[src/rtl/lbs_pkg.sv]
package lbs_pkg;
   typedef enum logic [3:0] {
      ST_INIT     = 4'd0,
      ST_RC_AN    = 4'd1,
      ST_AN_ABL   = 4'd2,
      ST_AN_CHK   = 4'd3,
      ST_RC_LT    = 4'd4,
      ST_LT_CHK   = 4'd5,
      ST_RC_DATA  = 4'd6,
      ST_DATA_CHK = 4'd7,
      ST_LNK_RDY  = 4'd8,
      ST_LR_WAIT  = 4'd9
   } lbs_state_e;
endpackage

[src/rtl/lbs_ms_timer.sv]
module lbs_ms_timer #(
   parameter int CYC_PER_MS = 125000,
   parameter int MS_W       = 10
) (
   input  logic            clk,
   input  logic            rst_n,
   input  logic            clr,
   output logic [MS_W-1:0] ms,
   output logic            tick
);
   localparam int SUB_W = (CYC_PER_MS > 1) ? $clog2(CYC_PER_MS) : 1;

   generate
      if (CYC_PER_MS < 1) begin : g_bad_div
         $error("lbs_ms_timer: CYC_PER_MS must be at least 1");
      end
      if (CYC_PER_MS == 1) begin : g_unit
         assign tick = 1'b1;
      end else begin : g_div
         logic [SUB_W-1:0] sub;
         assign tick = (sub == SUB_W'(CYC_PER_MS - 1));
         always_ff @(posedge clk or negedge rst_n) begin
            if (!rst_n)           sub <= '0;
            else if (clr || tick) sub <= '0;
            else                  sub <= sub + 1'b1;
         end
      end
   endgenerate

   always_ff @(posedge clk or negedge rst_n) begin
      if (!rst_n)                   ms <= '0;
      else if (clr)                 ms <= '0;
      else if (tick && (ms != '1))  ms <= ms + 1'b1;
   end


   ms_step_chk: assert property (@(posedge clk) disable iff (!rst_n)
      !clr |=> ((ms == $past(ms)) || (ms == $past(ms) + 1'b1)));
endmodule

[src/rtl/lbs_lock_qual.sv]
module lbs_lock_qual #(
   parameter int QUAL_CYC = 125000
) (
   input  logic clk,
   input  logic rst_n,
   input  logic arm,
   input  logic lock_a,
   input  logic lock_b,
   output logic qualified
);
   localparam int CW = $clog2(QUAL_CYC + 1);
   localparam logic [CW-1:0] LAST = CW'(QUAL_CYC - 1);

   logic [CW-1:0] run;
   logic          ok;

   assign ok        = arm && lock_a && lock_b;
   assign qualified = ok && (run == LAST);

   always_ff @(posedge clk or negedge rst_n) begin
      if (!rst_n)            run <= '0;
      else if (!ok)          run <= '0;
      else if (run != LAST)  run <= run + 1'b1;
   end

   generate
      if (QUAL_CYC < 1) begin : g_bad_qual
         $error("lbs_lock_qual: QUAL_CYC must be at least 1");
      end
      if (QUAL_CYC > 1) begin : g_chk

         qual_restart_chk: assert property (@(posedge clk) disable iff (!rst_n)
            (arm && !(lock_a && lock_b)) |=> !qualified);
      end
   endgenerate
endmodule

[src/rtl/link_bringup_seq.sv]
module link_bringup_seq
   import lbs_pkg::*;
#(
   parameter int CYC_PER_MS  = 125000,
   parameter int AN_ABL_MS   = 65,
   parameter int WD_MS       = 500,
   parameter int QUAL_MS     = 1,
   parameter int LR_WAIT_CYC = 1000
) (
   input  logic       clk,
   input  logic       rst_n,
   input  logic       an_ena,
   input  logic       lt_ena,
   input  logic       an_done,
   input  logic       local_rx_ready,
   input  logic       rx_lock,
   input  logic       cdr_lock,
   input  logic       reconfig_done,
   output logic [3:0] state_code,
   output logic       rc_an_req,
   output logic       rc_lt_req,
   output logic       rc_data_req,
   output logic       tx_disable,
   output logic       link_ready
);
   localparam int ABL_MS   = (AN_ABL_MS < 60) ? 60 : ((AN_ABL_MS > 75) ? 75 : AN_ABL_MS);
   localparam int ST_MS_W  = $clog2(ABL_MS + 1);
   localparam int WD_MS_W  = $clog2(WD_MS + 1);
   localparam int QUAL_CYC = QUAL_MS * CYC_PER_MS;
   localparam int LR_W     = $clog2(LR_WAIT_CYC + 1);

   generate
      if (CYC_PER_MS < 1) begin : g_bad_cyc
         $error("link_bringup_seq: CYC_PER_MS must be at least 1");
      end
      if (WD_MS < 2 || QUAL_MS < 1 || QUAL_MS >= WD_MS) begin : g_bad_ms
         $error("link_bringup_seq: need 1 <= QUAL_MS < WD_MS and WD_MS >= 2");
      end
      if (LR_WAIT_CYC < 1) begin : g_bad_lr
         $error("link_bringup_seq: LR_WAIT_CYC must be at least 1");
      end
   endgenerate

   lbs_state_e st, nxt;

   logic               lock_ok;
   logic [ST_MS_W-1:0] st_ms;
   logic               st_tick;
   logic [WD_MS_W-1:0] wd_ms;
   logic               wd_tick;
   logic               wd_clr, wd_arm, wd_exp;
   logic               abl_end;
   logic               qualified;
   logic [LR_W-1:0]    lr_cnt;
   logic               lr_end;

   assign lock_ok = rx_lock && cdr_lock;

   // state-duration timer restarts on every state change
   lbs_ms_timer #(.CYC_PER_MS(CYC_PER_MS), .MS_W(ST_MS_W)) u_st_tmr (
      .clk(clk), .rst_n(rst_n), .clr(nxt != st), .ms(st_ms), .tick(st_tick));

   // watchdog timer restarts when the post-negotiation phase begins
   assign wd_clr = ((nxt == ST_RC_LT) && (st != ST_RC_LT)) ||
                   ((nxt == ST_RC_DATA) && (st != ST_RC_DATA) && (st != ST_LT_CHK));

   lbs_ms_timer #(.CYC_PER_MS(CYC_PER_MS), .MS_W(WD_MS_W)) u_wd_tmr (
      .clk(clk), .rst_n(rst_n), .clr(wd_clr), .ms(wd_ms), .tick(wd_tick));

   lbs_lock_qual #(.QUAL_CYC(QUAL_CYC)) u_qual (
      .clk(clk), .rst_n(rst_n), .arm(st == ST_DATA_CHK),
      .lock_a(rx_lock), .lock_b(cdr_lock), .qualified(qualified));

   assign abl_end = (st_ms == ST_MS_W'(ABL_MS - 1)) && st_tick;
   assign wd_arm  = (st == ST_RC_LT) || (st == ST_LT_CHK) ||
                    (st == ST_RC_DATA) || (st == ST_DATA_CHK);
   assign wd_exp  = wd_arm && (wd_ms == WD_MS_W'(WD_MS - 1)) && wd_tick;
   assign lr_end  = (lr_cnt == LR_W'(LR_WAIT_CYC - 1));

   always_comb begin
      nxt = st;
      case (st)
         ST_INIT:     nxt = an_ena ? ST_RC_AN : (lt_ena ? ST_RC_LT : ST_RC_DATA);
         ST_RC_AN:    if (reconfig_done) nxt = ST_AN_ABL;
         ST_AN_ABL:   if (abl_end) nxt = ST_AN_CHK;
         ST_AN_CHK:   if (an_done) nxt = lt_ena ? ST_RC_LT : ST_RC_DATA;
         ST_RC_LT:    if (wd_exp) nxt = ST_INIT;
                      else if (reconfig_done) nxt = ST_LT_CHK;
         ST_LT_CHK:   if (wd_exp) nxt = ST_INIT;
                      else if (local_rx_ready) nxt = ST_RC_DATA;
         ST_RC_DATA:  if (wd_exp) nxt = ST_INIT;
                      else if (reconfig_done) nxt = ST_DATA_CHK;
         ST_DATA_CHK: if (qualified) nxt = ST_LNK_RDY;
                      else if (wd_exp) nxt = ST_INIT;
         ST_LNK_RDY:  if (!lock_ok) nxt = ST_LR_WAIT;
         ST_LR_WAIT:  if (lr_end) nxt = lock_ok ? ST_LNK_RDY : ST_INIT;
         default:     nxt = ST_INIT;
      endcase
   end

   always_ff @(posedge clk or negedge rst_n) begin
      if (!rst_n) begin
         st          <= ST_INIT;
         rc_an_req   <= 1'b0;
         rc_lt_req   <= 1'b0;
         rc_data_req <= 1'b0;
         lr_cnt      <= '0;
      end else begin
         st          <= nxt;
         rc_an_req   <= (nxt == ST_RC_AN)   && (st != ST_RC_AN);
         rc_lt_req   <= (nxt == ST_RC_LT)   && (st != ST_RC_LT);
         rc_data_req <= (nxt == ST_RC_DATA) && (st != ST_RC_DATA);
         lr_cnt      <= (st == ST_LR_WAIT) ? lr_cnt + 1'b1 : '0;
      end
   end

   assign state_code = st;
   assign tx_disable = (st == ST_AN_ABL);
   assign link_ready = (st == ST_LNK_RDY);


   req_pulse_chk: assert property (@(posedge clk) disable iff (!rst_n)
      (rc_an_req || rc_lt_req || rc_data_req) |=> !(rc_an_req || rc_lt_req || rc_data_req));

   txdis_entry_chk: assert property (@(posedge clk) disable iff (!rst_n)
      $rose(tx_disable) |-> ($past(state_code) == ST_RC_AN) && $past(reconfig_done));

   an_exit_chk: assert property (@(posedge clk) disable iff (!rst_n)
      (($past(state_code) == ST_AN_CHK) && (state_code != ST_AN_CHK)) |-> $past(an_done));

   lt_exit_chk: assert property (@(posedge clk) disable iff (!rst_n)
      (($past(state_code) == ST_LT_CHK) && (state_code == ST_RC_DATA)) |-> $past(local_rx_ready));

   lrwait_entry_chk: assert property (@(posedge clk) disable iff (!rst_n)
      ((state_code == ST_LR_WAIT) && ($past(state_code) != ST_LR_WAIT)) |->
      (($past(state_code) == ST_LNK_RDY) && !$past(rx_lock && cdr_lock)));

   lr_recover_chk: assert property (@(posedge clk) disable iff (!rst_n)
      (($past(state_code) == ST_LR_WAIT) && link_ready) |-> $past(rx_lock && cdr_lock));
endmodule

[config.mk]
export PLATFORM = sky130hd
export DESIGN_NAME = link_bringup_seq
export DESIGN_NICKNAME = d
export VERILOG_FILES = /design/src/rtl/lbs_pkg.sv /design/src/rtl/lbs_ms_timer.sv /design/src/rtl/lbs_lock_qual.sv /design/src/rtl/link_bringup_seq.sv
export SDC_FILE = /design/constraint.sdc
export NUM_CORES = 1
export LEC_CHECK = 0
export CORE_ASPECT_RATIO = 1.75
export CORE_MARGIN = 5
export CORE_UTILIZATION = 50
export CTS_BUF_LIST = sky130_fd_sc_hd__clkbuf_16
export DETAILED_ROUTE_END_ITERATION = 10
export GPL_ROUTABILITY_DRIVEN = 0
export PLACE_DENSITY = 0.68
export SLEW_MARGIN = 30
export SYNTH_ARGS = -nofsm -noshare
export SYNTH_HDL_FRONTEND = slang
export SYNTH_HIERARCHICAL = 1
export SYNTH_SLANG_ARGS = --single-unit
[constraint.sdc]
create_clock -name clk -period 4.8 [get_ports clk]
set_input_delay 0.48 -clock clk [delete_from_list [all_inputs] [get_ports clk]]
set_output_delay 0.48 -clock clk [all_outputs]
set_load 0.02 [all_outputs]
# Word level (Yosys, flattened, before mapping)
# Cells that the tools add are included.
totals:
  reg_bits: 84
  out_inout_bits: 9
  word_cells: 91
op_classes:
  addsub: 6
  n_eq_ne: 27
  muxes: 26
  reduce_logical: 22
ops:
  columns: ["cell", "count"]
  rows:
  - ["$mux W17", 4]
  - ["$mux W4", 15]
  - ["$add A17 B1 Y17 const B", 3]
  - ["$eq A17 B17 Y1 const B", 3]
  - ["$pmux W4 S10", 1]
  - ["$eq A4 B3 Y1 const B", 6]
  - ["$mux W9", 2]
  - ["$ne A17 B17 Y1 const B", 1]
  - ["$mux W7", 2]
  - ["$logic_and A1 B1 Y1", 13]
  - ["$ne A4 B3 Y1 const B", 3]
  - ["$add A10 B1 Y10 const B", 1]
  - ["$eq A10 B10 Y1 const B", 1]
  - ["$mux W10", 1]
  - ["$add A9 B1 Y9 const B", 1]
  - ["$eq A9 B9 Y1 const B", 1]
  - ["$ne A9 B9 Y1 const B", 1]
  - ["$eq A4 B1 Y1 const B", 2]
  - ["$eq A4 B2 Y1 const B", 2]
  - ["$eq A4 B4 Y1 const B", 2]
  - ["$add A7 B1 Y7 const B", 1]
  - ["$eq A7 B7 Y1 const B", 1]
  - ["$ne A7 B7 Y1 const B", 1]
  - ["$logic_or A1 B1 Y1", 6]
  - ["other kinds (6)", 7]

# Depth between registers and ports, before layout
# Gate-level depths: netlist of run 1.
depth:
  ltp_word: 15
  mapped_depth: 16
  depth_no_buf: 12

# By module
# Netlist of run 1, hierarchy kept.
modules_own_cells:
  columns: ["module", "n_inst", "cells_each", "area_per_inst_um2", "seq_area_each_um2"]
  rows:
  - ["lbs_ms_timer at u_wd_tmr", 1, 154, 1447.6, 650.6]
  - ["lbs_ms_timer at u_st_tmr", 1, 126, 1229.9, 600.6]
  - ["link_bringup_seq", 1, 113, 1036.0, 425.4]
  - ["lbs_lock_qual", 1, 92, 895.9, 425.4]

# Least setup slack after synthesis of run 1
# OpenSTA, ideal clock, no wires.
synth_path:
  path_kind: "reg-to-reg"
  from: "register u_qual.run[10]"
  to: "register u_st_tmr.g_div.sub[12]"
  setup_time_ns: 0.071
  t_arrival_ns: 2.965
  required_ns: 4.729
  path_slack_ns: 1.764
  path_stages_with_launch: 14
  path_buffers: 3
  synth_period_minus_slack_ns: 3.036
  cell_sequence: "dfrtp_1 or4b_4 nor4_4 and2_2 nand3_1 nand2_1 o221ai_4 xnor2_1 o211ai_1 clkbuf_1 or2_2 buf_2 buf_4 nor2_1"
synth_via:
  elab_chain_len: 7
synth_rtl:
  columns: ["item", "line", "text"]
  rows:
  - ["start, declared", "lbs_lock_qual.sv:14", "logic [CW-1:0] run;"]
  - ["start signal, assigned", "lbs_lock_qual.sv:23", "else if (run != LAST) run <= run + 1'b1;"]
  - ["$eq A17 B17 Y1", "lbs_lock_qual.sv:18", "assign qualified = ok && (run == LAST);"]
  - ["$logic_and A1 B1 Y1", "lbs_lock_qual.sv:18", null]
  - ["net qualified", "link_bringup_seq.sv:53", "logic qualified;"]
  - ["$mux W4", "link_bringup_seq.sv:93", "ST_DATA_CHK: if (qualified) nxt = ST_LNK_RDY;"]
  - ["$pmux W4 S10", "link_bringup_seq.sv:82", "case (st)"]
  - ["net nxt[1]", "link_bringup_seq.sv:44", "lbs_state_e st, nxt;"]
  - ["$ne A4 B4 Y1", "link_bringup_seq.sv:61", ".clk(clk), .rst_n(rst_n), .clr(nxt != st), .ms(st_ms), .tick(st_tick));"]
  - ["$logic_or A1 B1 Y1", "lbs_ms_timer.sv:24", "else if (clr || tick) sub <= '0;"]
  - ["$mux W17", "lbs_ms_timer.sv:24", null]
  - ["end signal, assigned", "lbs_ms_timer.sv:25", "else sub <= sub + 1'b1;"]
  - ["end, declared", "lbs_ms_timer.sv:20", "logic [SUB_W-1:0] sub;"]
# The timed path passes the listed nets, and every way through them passes these cells.
# A chain may end at the register's enable or synchronous reset.

# Worst setup path after layout of run 1
layout_path:
  from: "register u_st_tmr.g_div.sub[0]"
  to: "register u_st_tmr.g_div.sub[16]"
layout_via:
  elab_chain_len: 7
  elab_cells_between_ends: 8
  cone_classes: "add/sub (1); eq/ne (2); mux (3); reduce/logical (2)"
layout_rtl:
  columns: ["item", "line", "text"]
  rows:
  - ["$eq A17 B17 Y1 *", "lbs_ms_timer.sv:21", "assign tick = (sub == SUB_W'(CYC_PER_MS - 1));"]
  - ["net st_tick", "link_bringup_seq.sv:48", "logic st_tick;"]
  - ["$logic_and A1 B1 Y1", "link_bringup_seq.sv:74", "assign abl_end = (st_ms == ST_MS_W'(ABL_MS - 1)) && st_tick;"]
  - ["$mux W4", "link_bringup_seq.sv:85", "ST_AN_ABL: if (abl_end) nxt = ST_AN_CHK;"]
  - ["$pmux W4 S10", "link_bringup_seq.sv:82", null]
  - ["$ne A4 B4 Y1", "link_bringup_seq.sv:61", null]
  - ["$logic_or A1 B1 Y1 *", "lbs_ms_timer.sv:24", null]
  - ["$mux W17 *", "lbs_ms_timer.sv:24", null]
# The timed path passes the listed nets; every way through them passes the cells marked *.

==> results of run 1 <==
==> per-stage QoR <==
step                 util  power [mW]  hold slack, ns
global route        0.568        1.78           0.233
floorplan               -       0.960           0.184
detailed placement  0.535        1.02           0.483
global placement    0.534        1.02           0.464
CTS                 0.568        1.72           0.214
finish              0.568        1.69           0.153
==> sequential cells by signal (all words and copies together) (netlist names) <==
| name | count |
|---|---|
| u_wd_tmr/g_div.sub | 17 |
| u_wd_tmr/ms | 9 |
| lr_cnt | 10 |
| rc_an_req | 1 |
| u_qual/run | 17 |
| u_st_tmr/ms | 7 |
| state_code | 4 |
| rc_lt_req | 1 |
| u_st_tmr/g_div.sub | 17 |
| rc_data_req | 1 |
==> power by group through the flow <==
stage / logic, mW / registers (mW) / clock network (mW)
after floorplan: 0.134 / 0.826 / 0
after global placement: 0.162 / 0.855 / 0
after detailed placement: 0.165 / 0.854 / 0
after CTS: 0.167 / 0.842 / 0.710
after global routing: 0.188 / 0.854 / 0.738
final: 0.164 / 0.843 / 0.688
==> cell usage in the layout, fill, tap and decap left out, types with 4 or more instances in the layout <==
cell type and count:
clkbuf_16 9, o21ai_0 8, clkdlybuf4s50_1 16, and3_1 11, xnor2_1 31, nand2_1 27
inv_1 16, nor3_1 13, and4_1 5, or3_1 4, xor2_1 16, dfrtp_1 84
nor4_1 16, nor2_1 73, nand3_1 33, ha_1 7, or4_1 9, nand2b_1 6
a21oi_1 18, nor4b_1 4, nand4_1 22, o31ai_1 7
==> cell families (layout without fill, tap and decap cells) <==
family | count (synthesis) | count (layout)
AND/OR/NAND/NOR | 254 | 254
flip-flops | 84 | 84
AO/OA/AOI/OAI | 53 | 53
XOR/XNOR | 47 | 47
buffers and inverters | 35 | 50
adder cells (fa/ha/maj) | 7 | 7
multiplexers | 5 | 5
==> worst min-delay path by stage <==
stage	to	slack, ns
after floorplan	lr_cnt[0]$_DFF_PN0_	0.18
after global placement	lr_cnt[0]$_DFF_PN0_	0.46
after detailed placement	lr_cnt[0]$_DFF_PN0_	0.48
after CTS	lr_cnt[4]$_DFF_PN0_	0.21
after global routing	lr_cnt[4]$_DFF_PN0_	0.23
final	lr_cnt[4]$_DFF_PN0_	0.15
==> layer usage <==
metal	vias to the layer above	GRT usage	part of all wire
li1	1770	-	-
met1	1726	0.205	0.41
met2	55	0.320	0.53
met3	14	0.0389	0.034
met4	0	0.0718	0.022
met5	-	0	0
==> worst max-delay path: cells and delay by family, from the launching register on <==
family | cells | cell delay, ns
AO/OA/AOI/OAI | 2 | 0.77
adder cells (fa/ha/maj) | 1 | 0.34
buffers and inverters | 1 | 0.22
flip-flops | 1 | 0.45
AND/OR/NAND/NOR | 7 | 1.53
==> area by class of cell <==
| type | instances | area share |
|---|---|---|
| clock buffers | 9 | 0.0439 |
| multi-input cells | 366 | 0.456 |
| inverters | 16 | 0.0117 |
| well taps | 120 | 0.0293 |
| clock inverters | 7 | 0.0146 |
| flip-flops and latches | 84 | 0.410 |
| repair buffers | 18 | 0.0349 |
==> impl_metrics.toml, run 1 <==
[status]
status = "finished, final reports clean"

[worst_setup_path]
critPathLaunchType = "flip-flop"
critPathMaxStageDelay_ns = 0.59
cp_cell_sequence = "ha_1 -> nand4_1 -> nor4_2 -> buf_4 -> nor4bb_1 -> nand3_1 -> o211a_1 -> and4_1 -> o211ai_1 -> or2_2 -> nor2_1"
critPathCaptureType = "flip-flop"
required_ns = 5.01
cpMaxStageDelayCell = "o211ai_1"
r2r_end = "u_st_tmr/g_div.sub[16]$_DFF_PN0_"
r2r_slack_ns = 1.34
endpoint = "u_st_tmr/g_div.sub[16]$_DFF_PN0_"
critical_path.max_fanout = 17
critPathArrivalTime_ns = 3.67
worstSetupPathType = "flip-flop to flip-flop"
setup.worst_path.start = "u_st_tmr/g_div.sub[0]$_DFF_PN0_"
reg2reg_depth = 11
r2r_start = "u_st_tmr/g_div.sub[0]$_DFF_PN0_"

[layout]
final_cell_area_um2 = 5130
stdcell_count = 620
diodes = 0
nets = 511
syn2layout_area_growth_pct = 11.3
drive_gt1_frac = 0.0680
seqCellArea_um2 = 2100
fillers = 803
multi_input_area_um2 = 2340

[power]
clockPowerShare = 0.406
peakVddDrop_mv = 0.221
switching_share = 0.267
p_leak_nw = 2.08
internal_power_mw = 1.24
combinationalPowerShare = 0.097
p_seq_frac = 0.497
p_sw_uw = 452
pwr_density_cell_nw_per_um2 = 330

[drt]
antenna_left = 0
vias = 3565
drc = 0
wl_per_cell_um = 14.9
drt_pass1_iterations = 4
drt_first_iter_violations = 146
vias_per_cell = 5.75
wl_mm = 9.26

[placed_design]
pre_cts_ws_ns = 1.35
placed_area_um2 = 4830
dp_cells = 604
port_buffers = 17
dp_hpwl_mm = 6.50

[floorplanning]
dieHeight_um = 137
die-area_um2 = 11300
initial_core_util = 0.510
rows = 46
core_um2 = 9040
die_w_um = 82.6
io_pins = 18

[synth]
synthTopCellsByArea = "dfrtp_1 (46%), nor2_1 (5.9%), xnor2_1 (5.9%), nand3_1 (3.6%), xor2_1 (3.0%)"
mappedNetlistArea_um2 = 4610
synth_xor_xnor_area_share = 0.0893
synthArstFlopShare = 1.00
synth-compound-area-share = 0.0801
yosysSeqAreaShare = 0.456
synthMostInstantiatedCell = "dfrtp_1"
synth_top_family_by_area = "simple AND/OR/NAND/NOR gates"
ys_warn_count = 6
synthAdderAreaFrac = 0.0190
synth.distinct_cells = 59
yosysTopAreaCellShare = 0.456
synth-edff-count = 0
ys.flop_type = "dfrtp_1"
synth_top_area_cell = "dfrtp_1"
synth.top_cells.by_count = "dfrtp_1 (84), nor2_1 (73), nand3_1 (33)"
syn_avg_cell_area_um2 = 9.50
synthCells = 485
syn_nets = 501
synth-simple-area-share = 0.308
muxShareOfSynthArea = 0.0114
ys_seq_elements = 84

[clock_network]
holdBufCountCts = 0
cts-htree-levels = 3
numCtsBuffers = 9
clk_path_buf_depth = 2
cts_resized = 0
root_buffer = "clkbuf_16"
post_cts_buffers = 0
cts_tree = "built"
numClockSinks = 84
worstSkewPairLatency_ns = 0.34
clk_pin_slew_ns = 0.06

[global_route]
grt_use_total = 0.180
overflow = 0
grt_pass1_vias = 3556
grt_max_degree = 85
grt_pass1_wl_mm = 15.8
antenna_found_initial = 0

[sta]
finalMaxSlewViolations = 0
final.period_utilization = 0.720
worst_slew_pin_slew_ns = 0.765
clock.fmax_mhz = 289
min_period_ns = 3.46
rsz0062_at_grt = "no"
fin_skew_ns = 0.00799
setup_viol = 0
fin_ws_ns = 1.34
fin_tns_setup_ns = 0
finalHoldViolCount = 0
slew_headroom = 0.490

[min_path]
hold_path_class = "primary input to asynchronous set/reset pin"

[run]
max_cap_viol_count = 0
Power figures use the tool's default switching activity.
==> run 2, diff against run 1 <==
==> constraint.sdc (replaced) <==
create_clock -name clk -period 3.4 [get_ports clk]
set_input_delay 0.34 -clock clk [delete_from_list [all_inputs] [get_ports clk]]
set_output_delay 0.34 -clock clk [all_outputs]
set_load 0.02 [all_outputs]
==> run 2 against run 1 <==
Effect of this change:
- sequential power rose by 41%
- routed wire length rose by 2.4%
- clock-buffer cell count did not move
- critical path depth rose by 1
- design area rose by 1.2%
- non-clock buffer count rose by 7
- worst setup slack got worse by 1.1 ns
- hold slack got worse by 0.11 ns
- sequential share of layout area fell by 0.48 points
- total power rose by 43%
- register-to-register slack got worse by 1.1 ns
- clock power rose by 45%
- critical endpoint is now u_st_tmr/ms[1]$_DFFE_PN0P_
- largest power group unchanged
- highest routed layer unchanged
==> impl_metrics.toml, run 2 (synthesis results as in run 1) <==
[status]
status = "finished, final reports clean"

[clock_network]
post_cts_buffers = 0
numClockSinks = 84
cts_resized = 0
cts_tree = "built"
clk_pin_slew_ns = 0.07
clk_path_buf_depth = 2
worstSkewPairLatency_ns = 0.34
root_buffer = "clkbuf_16"
holdBufCountCts = 0
cts-htree-levels = 3
numCtsBuffers = 9

[layout]
diodes = 0
final_cell_mix = "dfrtp_1 (84), nor2_1 (73), nand3_1 (33)"
fillers = 812
nets = 518
top_regs = "u_qual/run: 17 flops, u_st_tmr/g_div.sub: 17 flops, u_wd_tmr/g_div.sub: 17 flops"
drive_gt1_frac = 0.0828
syn2layout_area_growth_pct = 12.7
layout_commonest_cell = "dfrtp_1"
final_cell_area_um2 = 5190

[drt]
antenna_left = 0
drc = 0
vias = 3675
drt_first_iter_violations = 199
wl_per_cell_um = 15.1
wl_mm = 9.49
drt_pass1_iterations = 4
vias_per_cell = 5.86

[sta]
clock.fmax_mhz = 315
final.period_utilization = 0.934
fin_skew_ns = 0.00919
finalHoldViolCount = 0
worst_slew_pin_slew_ns = 0.739
hold_slack_ns = 0.0447
setup_viol = 0
min_period_ns = 3.17
slew_headroom = 0.507
fin_tns_setup_ns = 0
finalMaxSlewViolations = 0

[floorplanning]
die-area_um2 = 11300
io_pins = 18
die_w_um = 82.6
core_um2 = 9040
initial_core_util = 0.510
dieHeight_um = 137
rows = 46

[power]
finalPower_mw = 2.42
peakVddDrop_mv = 0.288
p_sw_uw = 659
switching_share = 0.272
pwr_density_cell_nw_per_um2 = 466
p_seq_frac = 0.493
p_leak_nw = 2.12
internal_power_mw = 1.76
clockPowerShare = 0.412
combinationalPowerShare = 0.095

[placed_design]
dp_hpwl_mm = 6.77
placed_area_um2 = 4880
port_buffers = 17

[worst_setup_path]
r2r_slack_ns = 0.23
cp.depth = 12
required_ns = 3.61
r2r_end = "u_st_tmr/ms[1]$_DFFE_PN0P_"
critPathCaptureType = "flip-flop"
cpMaxStageDelayCell = "dfrtp_1"
cpLargestDelayFamily = "simple AND/OR/NAND/NOR gates"
worstSetupPathType = "flip-flop to flip-flop"
path_common_cell = "and4_1"
r2r_start = "u_wd_tmr/g_div.sub[0]$_DFF_PN0_"
critPathLaunchType = "flip-flop"
cp_cell_sequence = "ha_1 -> and3_1 -> nand2_1 -> nor2_1 -> and4_1 -> a41o_1 -> or2_2 -> and4_1 -> o211ai_1 -> buf_4 -> nand4b_1 -> o21ai_0"
path_buf_inv = 1
critPathMaxStageDelay_ns = 0.42
critical_path.max_fanout = 8
reg2reg_depth = 12
setup.worst_path.start = "u_wd_tmr/g_div.sub[0]$_DFF_PN0_"
critPathArrivalTime_ns = 3.39
endpoint = "u_st_tmr/ms[1]$_DFFE_PN0P_"

[global_route]
grt_pass1_wl_mm = 16.4
overflow = 0
grt_pass1_vias = 3766
grt_max_degree = 85
grt_use_total = 0.184
antenna_found_initial = 0

[min_path]
hold_path_class = "primary input to asynchronous set/reset pin"

[run]
max_cap_viol_count = 0
-- run 2: how the worst min path moves through the flow --
stage | start | to | depth (start not counted) | slack, ns
3_5_place_dp | rst_n | lr_cnt[9]$_DFF_PN0_ | 1 | 0.44
5_1_grt | rst_n | lr_cnt[9]$_DFF_PN0_ | 1 | 0.11
2_1_floorplan | rst_n | lr_cnt[0]$_DFF_PN0_ | 0 | 0.04
4_1_cts | rst_n | lr_cnt[9]$_DFF_PN0_ | 1 | 0.07
3_3_place_gp | lr_cnt[0]$_DFF_PN0_ | lr_cnt[0]$_DFF_PN0_ | 1 | 0.47
6_report | rst_n | lr_cnt[9]$_DFF_PN0_ | 1 | 0.04
-- run 2: area by class of cell --
class                   instances  area [um2]  area share
clock buffers                   9         225      0.0434
clock inverters                 7        81.3      0.0157
inverters                      16        60.1      0.0116
multi-input cells             366        2340       0.451
flip-flops and latches         84        2100       0.405
well taps                     120         150      0.0289
repair buffers                 25         231      0.0446
-- run 2: layer usage --
| layer | GRT usage | wire [um] |
|---|---|---|
| met5 | 0 | 0 |
| met4 | 0.0773 | 212 |
| met3 | 0.0382 | 283 |
| met2 | 0.343 | 5200 |
| met1 | 0.193 | 3790 |
-- run 2: per-stage QoR --
stage                     setup WS (ns)  utilization  instances
after floorplan                   0.364            -        485
after global placement            0.330        0.540        611
after detailed placement          0.213        0.541        611
after CTS                         0.235        0.574        627
after global routing            -0.0352        0.575        627
final                             0.226        0.575        627
-- run 2: power by group through the flow --
| stage | registers (mW) | logic [mW] | clock network [mW] |
|---|---|---|---|
| after floorplan | 1.17 | 0.189 | 0 |
| after global placement | 1.21 | 0.230 | 0 |
| after detailed placement | 1.21 | 0.235 | 0 |
| after CTS | 1.19 | 0.237 | 1.02 |
| after global routing | 1.20 | 0.265 | 1.07 |
| final | 1.19 | 0.231 | 0.996 |
